File: config.mk
export PLATFORM = sky130hd
export DESIGN_NAME = xfsr_dual
export DESIGN_NICKNAME = d
export VERILOG_FILES = /design/src/rtl/xfsr_pkg.sv /design/src/rtl/xfsr_sync.sv /design/src/rtl/xfsr_edge.sv /design/src/rtl/xfsr_lane.sv /design/src/rtl/xfsr_dual.sv
export SDC_FILE = /design/constraint.sdc
export NUM_CORES = 1
export LEC_CHECK = 0
export BUFFER_PORTS_ARGS = -buffer_cell sky130_fd_sc_hd__clkbuf_2
export CORE_UTILIZATION = 46
export CTS_BUF_LIST = sky130_fd_sc_hd__clkbuf_2
export CTS_CLUSTER_SIZE = 40
export DETAILED_ROUTE_END_ITERATION = 16
export PLACE_DENSITY = 0.71
export SYNTH_ARGS = -nofsm -noshare
export SYNTH_HDL_FRONTEND = slang
export SYNTH_SLANG_ARGS = --single-unit
File: constraint.sdc
create_clock -name clk -period 1.17 [get_ports clk]
set_input_delay 0.234 -clock clk [delete_from_list [all_inputs] [get_ports clk]]
set_output_delay 0.234 -clock clk [all_outputs]
set_load 0.02 [all_outputs]
File: src/rtl/xfsr_pkg.sv
// Package: shared defaults and the feedback rule of the dual shift sequencer.
// Assumes every consumer slices its own buses from these widths.
package xfsr_pkg;

    localparam int unsigned DEF_LANES      = 2;
    localparam int unsigned DEF_STAGES     = 4;
    localparam int unsigned DEF_SYNC_DEPTH = 2;

    // Phase of a step-clock pin as seen after synchronization.
    typedef enum logic [1:0] {
        PH_LOW  = 2'b00,
        PH_RISE = 2'b01,
        PH_HIGH = 2'b11,
        PH_FALL = 2'b10
    } step_phase_e;

    // Bit entering stage 1: external level XOR the bit leaving the last stage.
    function automatic logic feed_bit(input logic ext_level, input logic tail_bit);
        return ext_level ^ tail_bit;
    endfunction

endpackage

File: src/rtl/xfsr_sync.sv
// Module: multi-flop synchronizer for one asynchronous level.
// Assumes DEPTH >= 2; the output is cleared by the synchronous reset.
module xfsr_sync #(
    parameter int unsigned DEPTH = 2
) (
    input  logic clk,
    input  logic rst_n,
    input  logic async_i,
    output logic sync_o
);

    localparam int unsigned TOP = DEPTH - 1;

    logic [TOP:0] chain_q;

    // Shift the asynchronous level through the flop chain.
    always_ff @(posedge clk) begin
        if (!rst_n) begin
            chain_q <= '0;
        end else begin
            chain_q <= {chain_q[TOP-1:0], async_i};
        end
    end

    assign sync_o = chain_q[TOP];

endmodule

File: src/rtl/xfsr_edge.sv
// Module: rising-transition detector that makes a one-cycle advance pulse.
// Assumes its input is already synchronous to clk.
module xfsr_edge
    import xfsr_pkg::*;
(
    input  logic clk,
    input  logic rst_n,
    input  logic level_i,
    output logic rise_o
);

    logic        prev_q;
    step_phase_e phase;

    // Remember the previous synchronized level.
    always_ff @(posedge clk) begin
        if (!rst_n) begin
            prev_q <= 1'b0;
        end else begin
            prev_q <= level_i;
        end
    end

    // Classify the pair (previous, current) into a phase.
    always_comb begin
        phase = step_phase_e'({prev_q, level_i});
    end

    assign rise_o = (phase == PH_RISE);


    pulse_single_chk: assert property (@(posedge clk) disable iff (!rst_n)
        rise_o |=> !rise_o)
        else $error("advance pulse lasted more than one cycle");

endmodule

File: src/rtl/xfsr_lane.sv
// Module: one channel's shift register with XOR feedback and registered outputs.
// Assumes adv_i is a single-cycle pulse and bit_i is synchronous to clk.
module xfsr_lane
    import xfsr_pkg::*;
#(
    parameter int unsigned STAGES = 4
) (
    input  logic              clk,
    input  logic              rst_n,
    input  logic              adv_i,
    input  logic              bit_i,
    output logic [STAGES-1:0] gate_o,
    output logic [STAGES-1:0] code_o
);

    localparam int unsigned LAST = STAGES - 1;

    logic [LAST:0] stage_q;
    logic [LAST:0] stage_d;
    logic [LAST:0] code_q;

    // Next register contents: shift up by one and feed the XOR bit at stage 1.
    always_comb begin
        stage_d = stage_q;
        if (adv_i) begin
            stage_d = {stage_q[LAST-1:0], feed_bit(bit_i, stage_q[LAST])};
        end
    end

    // Hold the stage bits; these also drive the gate outputs.
    always_ff @(posedge clk) begin
        if (!rst_n) begin
            stage_q <= '0;
        end else begin
            stage_q <= stage_d;
        end
    end

    // Register the inverted code alongside the stages.
    always_ff @(posedge clk) begin
        if (!rst_n) begin
            code_q <= '1;
        end else begin
            code_q <= ~stage_d;
        end
    end

    assign gate_o = stage_q;
    assign code_o = code_q;


    reset_clear_chk: assert property (@(posedge clk) disable iff (!rst_n)
        $rose(rst_n) |-> (stage_q == '0 && code_q == '1))
        else $error("stages not cleared after reset");


    shift_chk: assert property (@(posedge clk) disable iff (!rst_n)
        adv_i |=> stage_q[LAST:1] == $past(stage_q[LAST-1:0]))
        else $error("stage shift wrong");


    feed_xor_chk: assert property (@(posedge clk) disable iff (!rst_n)
        adv_i |=> stage_q[0] == ($past(bit_i) ^ $past(stage_q[LAST])))
        else $error("stage 1 feed is not data XOR tail");


    code_inverse_chk: assert property (@(posedge clk) disable iff (!rst_n)
        code_q == ~stage_q)
        else $error("code is not the inverse of the stages");


    hold_idle_chk: assert property (@(posedge clk) disable iff (!rst_n)
        !adv_i |=> $stable(stage_q) && $stable(code_q))
        else $error("lane changed without an advance");

endmodule

File: src/rtl/xfsr_dual.sv
// Module: top of the dual XOR-feedback shift sequencer.
// Each channel synchronizes its own step clock and data pin, detects clock
// rises and advances its own shift register. Assumes LANES >= 1, STAGES >= 2.
module xfsr_dual
    import xfsr_pkg::*;
#(
    parameter int unsigned LANES      = DEF_LANES,
    parameter int unsigned STAGES     = DEF_STAGES,
    parameter int unsigned SYNC_DEPTH = DEF_SYNC_DEPTH
) (
    input  logic                      clk,
    input  logic                      rst_n,
    input  logic [LANES-1:0]          step_clk_in,
    input  logic [LANES-1:0]          step_data_in,
    output logic [LANES*STAGES-1:0]   stage_gate,
    output logic [LANES*STAGES-1:0]   step_code
);

    localparam int unsigned BUS_W = LANES * STAGES;

    logic [LANES-1:0] clk_s;
    logic [LANES-1:0] data_s;
    logic [LANES-1:0] adv;
    logic [BUS_W-1:0] gate_bus;
    logic [BUS_W-1:0] code_bus;

    // Build one complete channel per lane.
    for (genvar c = 0; c < LANES; c++) begin : g_lane
        xfsr_sync #(.DEPTH(SYNC_DEPTH)) u_clk_sync (
            .clk     (clk),
            .rst_n   (rst_n),
            .async_i (step_clk_in[c]),
            .sync_o  (clk_s[c])
        );

        xfsr_sync #(.DEPTH(SYNC_DEPTH)) u_data_sync (
            .clk     (clk),
            .rst_n   (rst_n),
            .async_i (step_data_in[c]),
            .sync_o  (data_s[c])
        );

        xfsr_edge u_rise (
            .clk     (clk),
            .rst_n   (rst_n),
            .level_i (clk_s[c]),
            .rise_o  (adv[c])
        );

        xfsr_lane #(.STAGES(STAGES)) u_lane (
            .clk    (clk),
            .rst_n  (rst_n),
            .adv_i  (adv[c]),
            .bit_i  (data_s[c]),
            .gate_o (gate_bus[c*STAGES +: STAGES]),
            .code_o (code_bus[c*STAGES +: STAGES])
        );


        lane_isolation_chk: assert property (@(posedge clk) disable iff (!rst_n)
            !adv[c] |=> $stable(gate_bus[c*STAGES +: STAGES]))
            else $error("lane moved on another lane's advance");
    end

    assign stage_gate = gate_bus;
    assign step_code  = code_bus;

endmodule

**Word-level counts from Yosys, hierarchy flattened**

Index checks and enable logic that the tools add are counted.

- Bits in registers: 26
- Bits of input ports: 6
- Output and inout bits: 16
- Logic and storage cells: 18

- Equality and inequality tests: 2
- Mux-type cells: 2
- Bitwise operators: 4

Operators by type and width:

| operator | number |
|---|---|
| $mux W4 | 2 |
| $not A4 Y4 | 2 |
| $eq A2 B1 Y1 const B | 2 |
| $xor A1 B1 Y1 | 2 |

**Longest topological paths before layout**

Gate-level depths: netlist of run 1.

- Word-level depth: 3
- Mapped depth: 4
- Gate-level depth less buffers: 3

**Hierarchy**

Synthesis of run 1 repeated with hierarchy kept, for this count alone.

- Cell total of the unflattened synthesis: 64
- Area, all modules: 793.3 sq um

By module, submodules not included:

| module | instances | cells each | area each (sq um) | seq. area each (sq um) |
|---|---|---|---|---|
| xfsr_lane | 2 | 21 | 251.5 | 160.2 |
| xfsr_sync | 4 | 4 | 52.6 | 40.0 |
| xfsr_edge | 2 | 3 | 40.0 | 20.0 |

**Least setup slack after synthesis of run 1**

Ideal clock, no wire load.

- Kind: register to register
- Start: register g_lane[0].u_clk_sync.chain_q[1]
- End: register g_lane[0].u_lane.code_q[0]
- Setup time: 115 ps
- Arrival time: 810 ps
- Data required time: 1055 ps
- Setup slack: 246 ps
- Stages on the path, launching flop included: 5
- Path buffers: 1
- Period minus slack after synthesis: 924 ps
- Cells stage by stage: dfxtp_1 nor2b_4 buf_6 o21ai_0 a21o_2

- Longest elaborated chain between the ends: 3

Ends and longest elaborated chain:

| item | RTL line | RTL |
|---|---|---|
| start, declared | xfsr_sync.sv:14 | `logic [TOP:0] chain_q;` |
| start signal, assigned | xfsr_sync.sv:21 | `chain_q <= {chain_q[TOP-1:0], async_i};` |
| $eq A2 B1 Y1 | xfsr_edge.sv:29 | `assign rise_o = (phase == PH_RISE);` |
| $mux W4 | xfsr_lane.sv:25 | `if (adv_i) begin` |
| $not A4 Y4 | xfsr_lane.sv:44 | `code_q <= ~stage_d;` |
| end signal, assigned | xfsr_lane.sv:44 |  |
| end, declared | xfsr_lane.sv:20 | `logic [LAST:0] code_q;` |

Every way passes these cells.
A chain may end at the register's enable or synchronous reset.

==> results.tsv, run 1 <==
metric	value	unit
Leak	0.4298	nW
setup ws final	0.06188	ns
Final min period	1.108	ns
CP Class	reg2out	
Top delay family on crit path	flip-flops	
gr ovfl total	0	
Worst Skew	0.01927	ns
share of layout cells above drive strength 1	0.4894	
DP HPWL	795.1	um
largest net degree at the start of global routing	15	
max-slew violation count	0	
mean number of vias per cell	4.303	
Final ANT Viol Nets	0	
Die Area	1986	sq um
RSZ-0062 raised after global routing	true	
Crit Path Max Fanout	3	
Max VDD drop	0.5941	mV
Initial Utilization	0.4879	
first-pass GRT wire length	1.842	mm
vias in the first global route	431	
syn nets	74	
num ports	22	
Worst-path clk slew	0.24	ns
yosys warns	0	
worst path cell trace	buf_6	
worst hold path depth	2	
initial antenna violation count	0	
maximum clock frequency	902.4	MHz
wire length on met1	607	um
H-tree levels	1	
Clock Latency Late Sink	0.34	ns
Slowest Stage Delay on Critical Path	0.41	ns
Placeable Area	1708	sq um
sequential area share after synthesis	0.6246	
Clock Sinks	26	
Worst-Margin Slew	0.2376	ns
Root Buffer	clkbuf_2	
width of the chip	44.56	um
Startpoint Class	register	
Die Ht	44.56	um
signal arrival time at the worst endpoint	0.87	ns
maxcap violations	0	
Synth Register Bits	26	
NumNets Final	101	
number of fill cells	152	
status	finished, final reports clean	
DR DRC count	0	
slowest stage cell, crit path	dfxtp_2	
final hold vios	0	
Overall Global Routing Usage	0.1354	
Area Overhead vs Synth	26.73	%
RD Place Congestion	0.6867	
IO buf count	21	
dpl ws	0.1938	ns
ant diodes	0	
first drt pass iteration count	4	
setup violators final	0	
Unique masters post-synth	13	
row cnt	15	
fin crit share	0.9471	
CP endpoint kind	output pin	
Hold Path End	g_lane[1].u_clk_sync.chain_q[0]	
total CTS buffers	3	
vias	512	
reg2reg path depth	3	
WL met2	570	um
Netlist Area Pre-Place	833.3	sq um
Worst slew margin	0.8399	
worst min-delay path class	in2reg	
clk buf depth	2	
DRT iter0 DRCs	2	
r2r setup slk	0.12	ns
Worst Path Required	0.94	ns
RR Startpoint	g_lane[0].u_clk_sync.chain_q[1]	
HP Start	step_clk_in[1]	
Overall Power	0.001331	W
Worst Path Buf+Inv	1	
DR WL met3	51	um
mean routed wirelength per cell	10.42	um
syn avg cell area	12.25	sq um
CTS tree	done	
top sig layer	met4	
Mapped Cells	68	
capture point of the worst reg-to-reg path	g_lane[0].u_lane.code_o[3]	
pwr/cell area	1261	nW/um^2
WL final	1.240	mm
==> through the flow <==
| step | cell area, sq um | hold slack (ns) | std cells | TNS [ns] | util |
|---|---|---|---|---|---|
| 2_1_floorplan | 833.3 | 0.3073 | 68 | 0 | - |
| 3_3_place_gp | 947.2 | 0.4169 | 111 | 0 | 0.5546 |
| 3_5_place_dp | 947.2 | 0.4209 | 111 | 0 | 0.5546 |
| 5_1_grt | 1056 | 0.02174 | 119 | -0.01478 | 0.6183 |
| 6_report | 1056 | 0.06322 | 119 | 0 | 0.6183 |
| 4_1_cts | 973.4 | 0.05728 | 115 | 0 | 0.5700 |
==> cell type report <==
class,instances,area [sq um],area share
clock buffer,3,15.01,0.01422
clock inverter,1,3.754,0.003555
multi-input combinational,38,282.8,0.2678
sequential,26,534.3,0.5059
tap,25,31.28,0.02962
timing repair buffer,26,188.9,0.1789
==> cell usage after synthesis <==
cell      number  area [sq um]
dfxtp_1       26         520.5
and2_1         8         50.05
mux2i_1        6         60.06
nand2b_1       6         37.54
nor2b_1        6         37.54
a21o_2         2         17.52
a21oi_1        2         10.01
and2_2         2         15.01
buf_6          2         22.52
clkbuf_1       2         7.510
nor2b_4        2         27.53
o21ai_0        2         10.01
xnor2_1        2         17.52
==> how the worst max path moves through the flow <==
stage / end / cells after the start / slack, ns / startpoint
6_report: stage_gate[1] / 1 / 0.06 / register
5_1_grt: stage_gate[6] / 1 / -0.008 / register
4_1_cts: stage_gate[3] / 1 / 0.0006 / register
3_5_place_dp: register / 3 / 0.19 / g_lane[0].u_clk_sync.chain_q[1]
3_3_place_gp: g_lane[1].u_lane.code_o[0] / 3 / 0.19 / g_lane[1].u_clk_sync.chain_q[1]
2_1_floorplan: g_lane[0].u_lane.code_o[0] / 4 / 0.25 / g_lane[0].u_clk_sync.chain_q[1]
==> power by group <==
group | leakage (nW) | switching [W] | internal, W | total [W]
Clock | 0.0140 | 0.000252 | 0.0000742 | 0.000326
Sequential | 0.215 | 0.00000924 | 0.000911 | 0.000921
Combinational | 0.201 | 0.0000397 | 0.0000450 | 0.0000847
Total | 0.430 | 0.000301 | 0.00103 | 0.00133
==> placed cells by master (no fill, tap or decap), drive strengths merged <==
cell,Yosys,layout
buf,2,19
dfxtp,26,26
clkinv,0,1
nor2b,8,8
and2,10,10
a21oi,2,2
o21ai,2,2
a21o,2,2
clkbuf,2,10
nand2b,6,6
xnor2,2,2
mux2i,6,6
==> cell families (layout without fill, tap and decap cells) <==
family          after synthesis  after routing  share of synthesized area
simple gates                 24             24                     0.2012
mux                           6              6                    0.07207
flops                        26             26                     0.6246
compound gates                6              6                    0.04505
xor+xnor                      2              2                    0.02102
buf+inv                       4             30                    0.03604
==> timing repair <==
item                                    4_1_cts  5_1_grt
pin swaps                                     0        0
resized for setup                             6       35
hold buffers                                  0        0
setup buffers                                 0        4
gates cloned                                  0        0
endpoints found under the setup margin        6       14
==> per-layer routing <==
layer | vias up | track usage
met2 | 14 | 0.1941
met3 | 2 | 0.04898
met4 | 0 | 0.09091
li1 | 263 | -
met5 | - | 0
met1 | 233 | 0.1697
Note: power is estimated with default switching activity, not from simulation.
==> run 2: changes to the inputs <==
--- a/config.mk
+++ b/config.mk
@@ -10,7 +10,8 @@
 export CTS_BUF_LIST = sky130_fd_sc_hd__clkbuf_2
 export CTS_CLUSTER_SIZE = 40
 export DETAILED_ROUTE_END_ITERATION = 16
-export PLACE_DENSITY = 0.71
+export PLACE_DENSITY = 0.74
+export SLEW_MARGIN = 30
 export SYNTH_ARGS = -nofsm -noshare
 export SYNTH_HDL_FRONTEND = slang
 export SYNTH_SLANG_ARGS = --single-unit
==> constraint.sdc (replaced) <==
create_clock -name clk -period 0.9 [get_ports clk]
set_input_delay 0.18 -clock clk [delete_from_list [all_inputs] [get_ports clk]]
set_output_delay 0.18 -clock clk [all_outputs]
set_load 0.02 [all_outputs]
==> results.tsv, run 2 (synthesis results as in run 1) <==
metric	value	unit
status	finished with violations	
failing checks	negative setup slack	
DP HPWL	768.8	um
gr ovfl total	0	
r2r setup slk	-0.19	ns
Max VDD drop	1.037	mV
GR Util met1	0.1934	
worst min-delay path class	in2reg	
final cell count without fillers	129	
Top delay family on crit path	flip-flops	
mean number of vias per cell	4.527	
Clock Sinks	26	
H-tree levels	1	
reg2reg path depth	3	
setup violators final	32	
GRT busiest layer	met2	
num ports	22	
worst hold path depth	2	
DR DRC count	0	
vias	584	
CTS tree	done	
setup ws final	-0.1925	ns
mean routed wirelength per cell	13.65	um
DRT iter0 DRCs	7	
final hold vios	0	
first drt pass iteration count	4	
maximum clock frequency	915.3	MHz
share of layout cells above drive strength 1	0.6538	
initial antenna violation count	0	
Die Ht	44.56	um
WL final	1.761	mm
Worst-path clk slew	0.23	ns
Overall Global Routing Usage	0.1808	
dpl ws	-0.05604	ns
vias in the first global route	556	
Initial Utilization	0.4879	
Worst Skew	0.01446	ns
IO buf count	21	
Final min period	1.093	ns
NumNets Final	111	
Final ANT Viol Nets	0	
signal arrival time at the worst endpoint	1.32	ns
Placeable Area	1708	sq um
most frequent cells in the layout	18 x dfxtp_2, 16 x buf_8, 13 x buf_4	
pwr/cell area	1371	nW/um^2
max-slew violation count	0	
number of fill cells	93	
CP endpoint kind	register	
M2 GR Usage	0.3265	
Worst slew margin	0.8380	
Root Buffer	clkbuf_2	
post-route cell area	1286	sq um
Worst-Margin Slew	0.2382	ns
Crit Path Max Fanout	5	
most common cell after layout, fill and taps aside	dfxtp_2	
met3 Use GR	0.04082	
CP Class	reg2reg	
Worst Path Buf+Inv	0	
placed cell count	114	
slowest stage cell, crit path	dfxtp_2	
Die Area	1986	sq um
Post-DP Area	969.7	sq um
Slowest Stage Delay on Critical Path	0.37	ns
Leak	0.5284	nW
total CTS buffers	3	
row cnt	15	
Startpoint Class	register	
Area Overhead vs Synth	54.35	%
fin crit share	1.214	
worst hold slack	0.03719	ns
worst path cell trace	nor2b_4 -> mux2i_2 -> nor2b_1	
Clock Latency Late Sink	0.32	ns
Worst Path Required	1.13	ns
maxcap violations	0	
ant diodes	0	
RSZ-0062 raised after global routing	true	
logic depth of the worst path, buffers included	3	
clk buf depth	2	
largest net degree at the start of global routing	15	
first-pass GRT wire length	2.456	mm
width of the chip	44.56	um
RD Place Congestion	0.6978	
==> run 2: changes by cell type in the layout (fill, tap and decap cells not counted), sizes merged <==
| cell | delta |
|---|---|
| clkbuf | -2 |
| buf | +11 |
| dlygate4sd3 | +1 |
==> run 2: metal layers <==
layer	routed length [um]	vias up
met3	58	5
li1	-	286
met5	0	-
met2	960	21
met4	48	0
met1	694	272
==> run 2: power by group <==
group / total, W / switching (W) / internal, W
Combinational: 0.000157 / 0.0000636 / 0.0000938
Sequential: 0.00120 / 0.0000162 / 0.00119
Clock: 0.000405 / 0.000308 / 0.0000966
==> run 2: area by class of cell <==
| class | count | area [sq um] | area share |
|---|---|---|---|
| clock inverter | 1 | 3.754 | 0.002918 |
| clock buffer | 3 | 15.01 | 0.01167 |
| tap | 25 | 31.28 | 0.02432 |
| sequential | 26 | 543.0 | 0.4222 |
| multi-input combinational | 38 | 309.0 | 0.2403 |
| timing repair buffer | 36 | 384.1 | 0.2986 |
==> run 2: worst paths after layout <==
path                                                 startpoint                         endpoint
worst max-delay path            g_lane[0].u_clk_sync.chain_q[1]                         register
worst min-delay path                             step_clk_in[1]  g_lane[1].u_clk_sync.chain_q[0]
worst max register to register  g_lane[0].u_clk_sync.chain_q[1]                         register
worst min register to register  g_lane[0].u_clk_sync.chain_q[0]  g_lane[0].u_clk_sync.chain_q[1]
==> run 2: what timing repair did <==
item                                    CTS  global route
endpoints found under the setup margin   30            32
pin swaps                                 0             2
hold buffers                              0             1
hold endpoints to repair                  0             1
buffers inserted                          8             3
resized for setup                        45            24
==> run 2: metrics by stage <==
step                TNS [ns]  utilization  power, W
global route          -5.480       0.7531  0.001849
global placement     -0.3294       0.5678  0.001322
CTS                   -3.153       0.7114  0.001761
finish                -3.625       0.7531  0.001764
detailed placement   -0.5207       0.5678  0.001326
floorplan                  0            -  0.001291
==> run 3: changes to the inputs <==
--- a/config.mk
+++ b/config.mk
@@ -11,6 +11,7 @@
 export CTS_CLUSTER_SIZE = 40
 export DETAILED_ROUTE_END_ITERATION = 16
 export PLACE_DENSITY = 0.74
+export REMOVE_ABC_BUFFERS = 1
 export SLEW_MARGIN = 30
 export SYNTH_ARGS = -nofsm -noshare
 export SYNTH_HDL_FRONTEND = slang
==> results.tsv, run 3 (synthesis results as in run 1) <==
metric	value	unit
mean routed wirelength per cell	13.25	um
number of fill cells	109	
DR DRC count	0	
setup ws final	-0.1952	ns
Worst-Margin Slew	0.2085	ns
width of the chip	44.56	um
Worst Skew	0.01365	ns
fin crit share	1.217	
num ports	22	
ant diodes	0	
Startpoint Class	register	
first-pass GRT wire length	2.539	mm
final hold vios	0	
initial antenna violation count	0	
worst setup path end	g_lane[1].u_lane.code_o[2]	
DRT iter0 DRCs	2	
Worst-path clk slew	0.24	ns
RSZ-0062 raised after global routing	true	
Overall Global Routing Usage	0.1861	
most common cell after layout, fill and taps aside	dfxtp_2	
Clock Latency Late Sink	0.35	ns
Die Ht	44.56	um
capture point of the worst reg-to-reg path	g_lane[1].u_lane.code_o[2]	
worst min-delay path class	in2reg	
Max VDD drop	1.166	mV
CP Class	reg2reg	
vias	571	
Placeable Area	1708	sq um
reg2reg path depth	3	
Worst slew margin	0.8571	
H-tree levels	1	
first drt pass iteration count	2	
CP endpoint kind	register	
row cnt	15	
crit path from	g_lane[1].u_clk_sync.chain_q[1]	
failing checks	negative setup slack	
Final ANT Viol Nets	0	
RR Startpoint	g_lane[1].u_clk_sync.chain_q[1]	
share of layout cells above drive strength 1	0.6762	
signal arrival time at the worst endpoint	1.40	ns
Clock Sinks	26	
Overall Power	0.002090	W
Initial Utilization	0.4879	
status	finished with violations	
maximum clock frequency	913.1	MHz
total CTS buffers	3	
dpl ws	-0.07125	ns
maxcap violations	0	
RD Place Congestion	0.6933	
DP HPWL	897.1	um
clk buf depth	2	
Die Area	1986	sq um
max-slew violation count	0	
pwr/cell area	1573	nW/um^2
vias in the first global route	560	
Area Overhead vs Synth	59.46	%
CTS tree	done	
mean number of vias per cell	4.392	
setup violators final	32	
largest net degree at the start of global routing	16	
NumNets Final	112	
IO buf count	21	
r2r setup slk	-0.20	ns
Post-DP Area	977.2	sq um
Leak	0.5503	nW
most frequent cells in the layout	18 x dfxtp_2, 16 x buf_8, 13 x buf_4	
WL final	1.722	mm
Final min period	1.095	ns
gr ovfl total	0	
Worst Path Required	1.20	ns
Root Buffer	clkbuf_2	
Crit Path Max Fanout	5	
post-route cell area	1329	sq um
[run 3: area by class of cell]
type	instances	area, sq um	area share
well taps	25	31.28	0.02354
clock inverters	1	30.03	0.02260
flip-flops and latches	26	543.0	0.4087
clock buffers	3	15.01	0.01130
multi-input cells	38	312.8	0.2354
repair buffers	37	396.6	0.2985
[run 3: worst min-delay path by stage]
stage,start,endpoint,slack (ns),cells past startpoint
floorplan,rst_n,g_lane[0].u_lane.code_o[1],0.25,1
global placement,step_clk_in[1],g_lane[1].u_clk_sync.chain_q[0],0.38,2
detailed placement,step_clk_in[1],g_lane[1].u_clk_sync.chain_q[0],0.39,2
CTS,step_clk_in[1],g_lane[1].u_clk_sync.chain_q[0],0.02,2
global route,step_clk_in[0],g_lane[0].u_clk_sync.chain_q[0],-0.003,2
finish,step_data_in[0],g_lane[0].u_data_sync.chain_q[0],0.01,2
[run 3: timing repair]
action	in CTS	in global routing
hold endpoints to repair	0	0
resized for setup	50	25
pin swaps	1	0
setup endpoints to repair	31	32
setup buffers	8	3
hold buffers	0	0
[run 3: critical path, stage by stage (launching register included)]
cell	delay, ns
dfxtp_2	0.40
nor2b_4	0.25
mux2i_1	0.28
nand2b_1	0.13
[run 3: power by group]
| group | leakage [nW] | switching, W | internal [W] |
|---|---|---|---|
| registers | 0.213 | 0.0000178 | 0.00119 |
| clock network | 0.0266 | 0.000339 | 0.000383 |
| logic | 0.311 | 0.0000663 | 0.0000984 |
[run 3: per-stage QoR]
stage | TNS (ns) | util | hold WS (ns) | cells
floorplan | -0.01685 | - | 0.2533 | 64
global placement | -0.2961 | 0.5722 | 0.3792 | 115
detailed placement | -0.5628 | 0.5722 | 0.3876 | 115
CTS | -3.358 | 0.7355 | 0.01702 | 127
global route | -5.752 | 0.7780 | -0.002683 | 130
finish | -4.236 | 0.7780 | 0.01315 | 130
[run 3: layer usage]
metal / GRT usage / vias to the layer above / wire (um)
li1: - / 287 / -
met4: 0.09091 / 0 / 17
met3: 0.03673 / 2 / 26
met2: 0.3088 / 9 / 930
met5: 0 / - / 0
met1: 0.2296 / 273 / 747
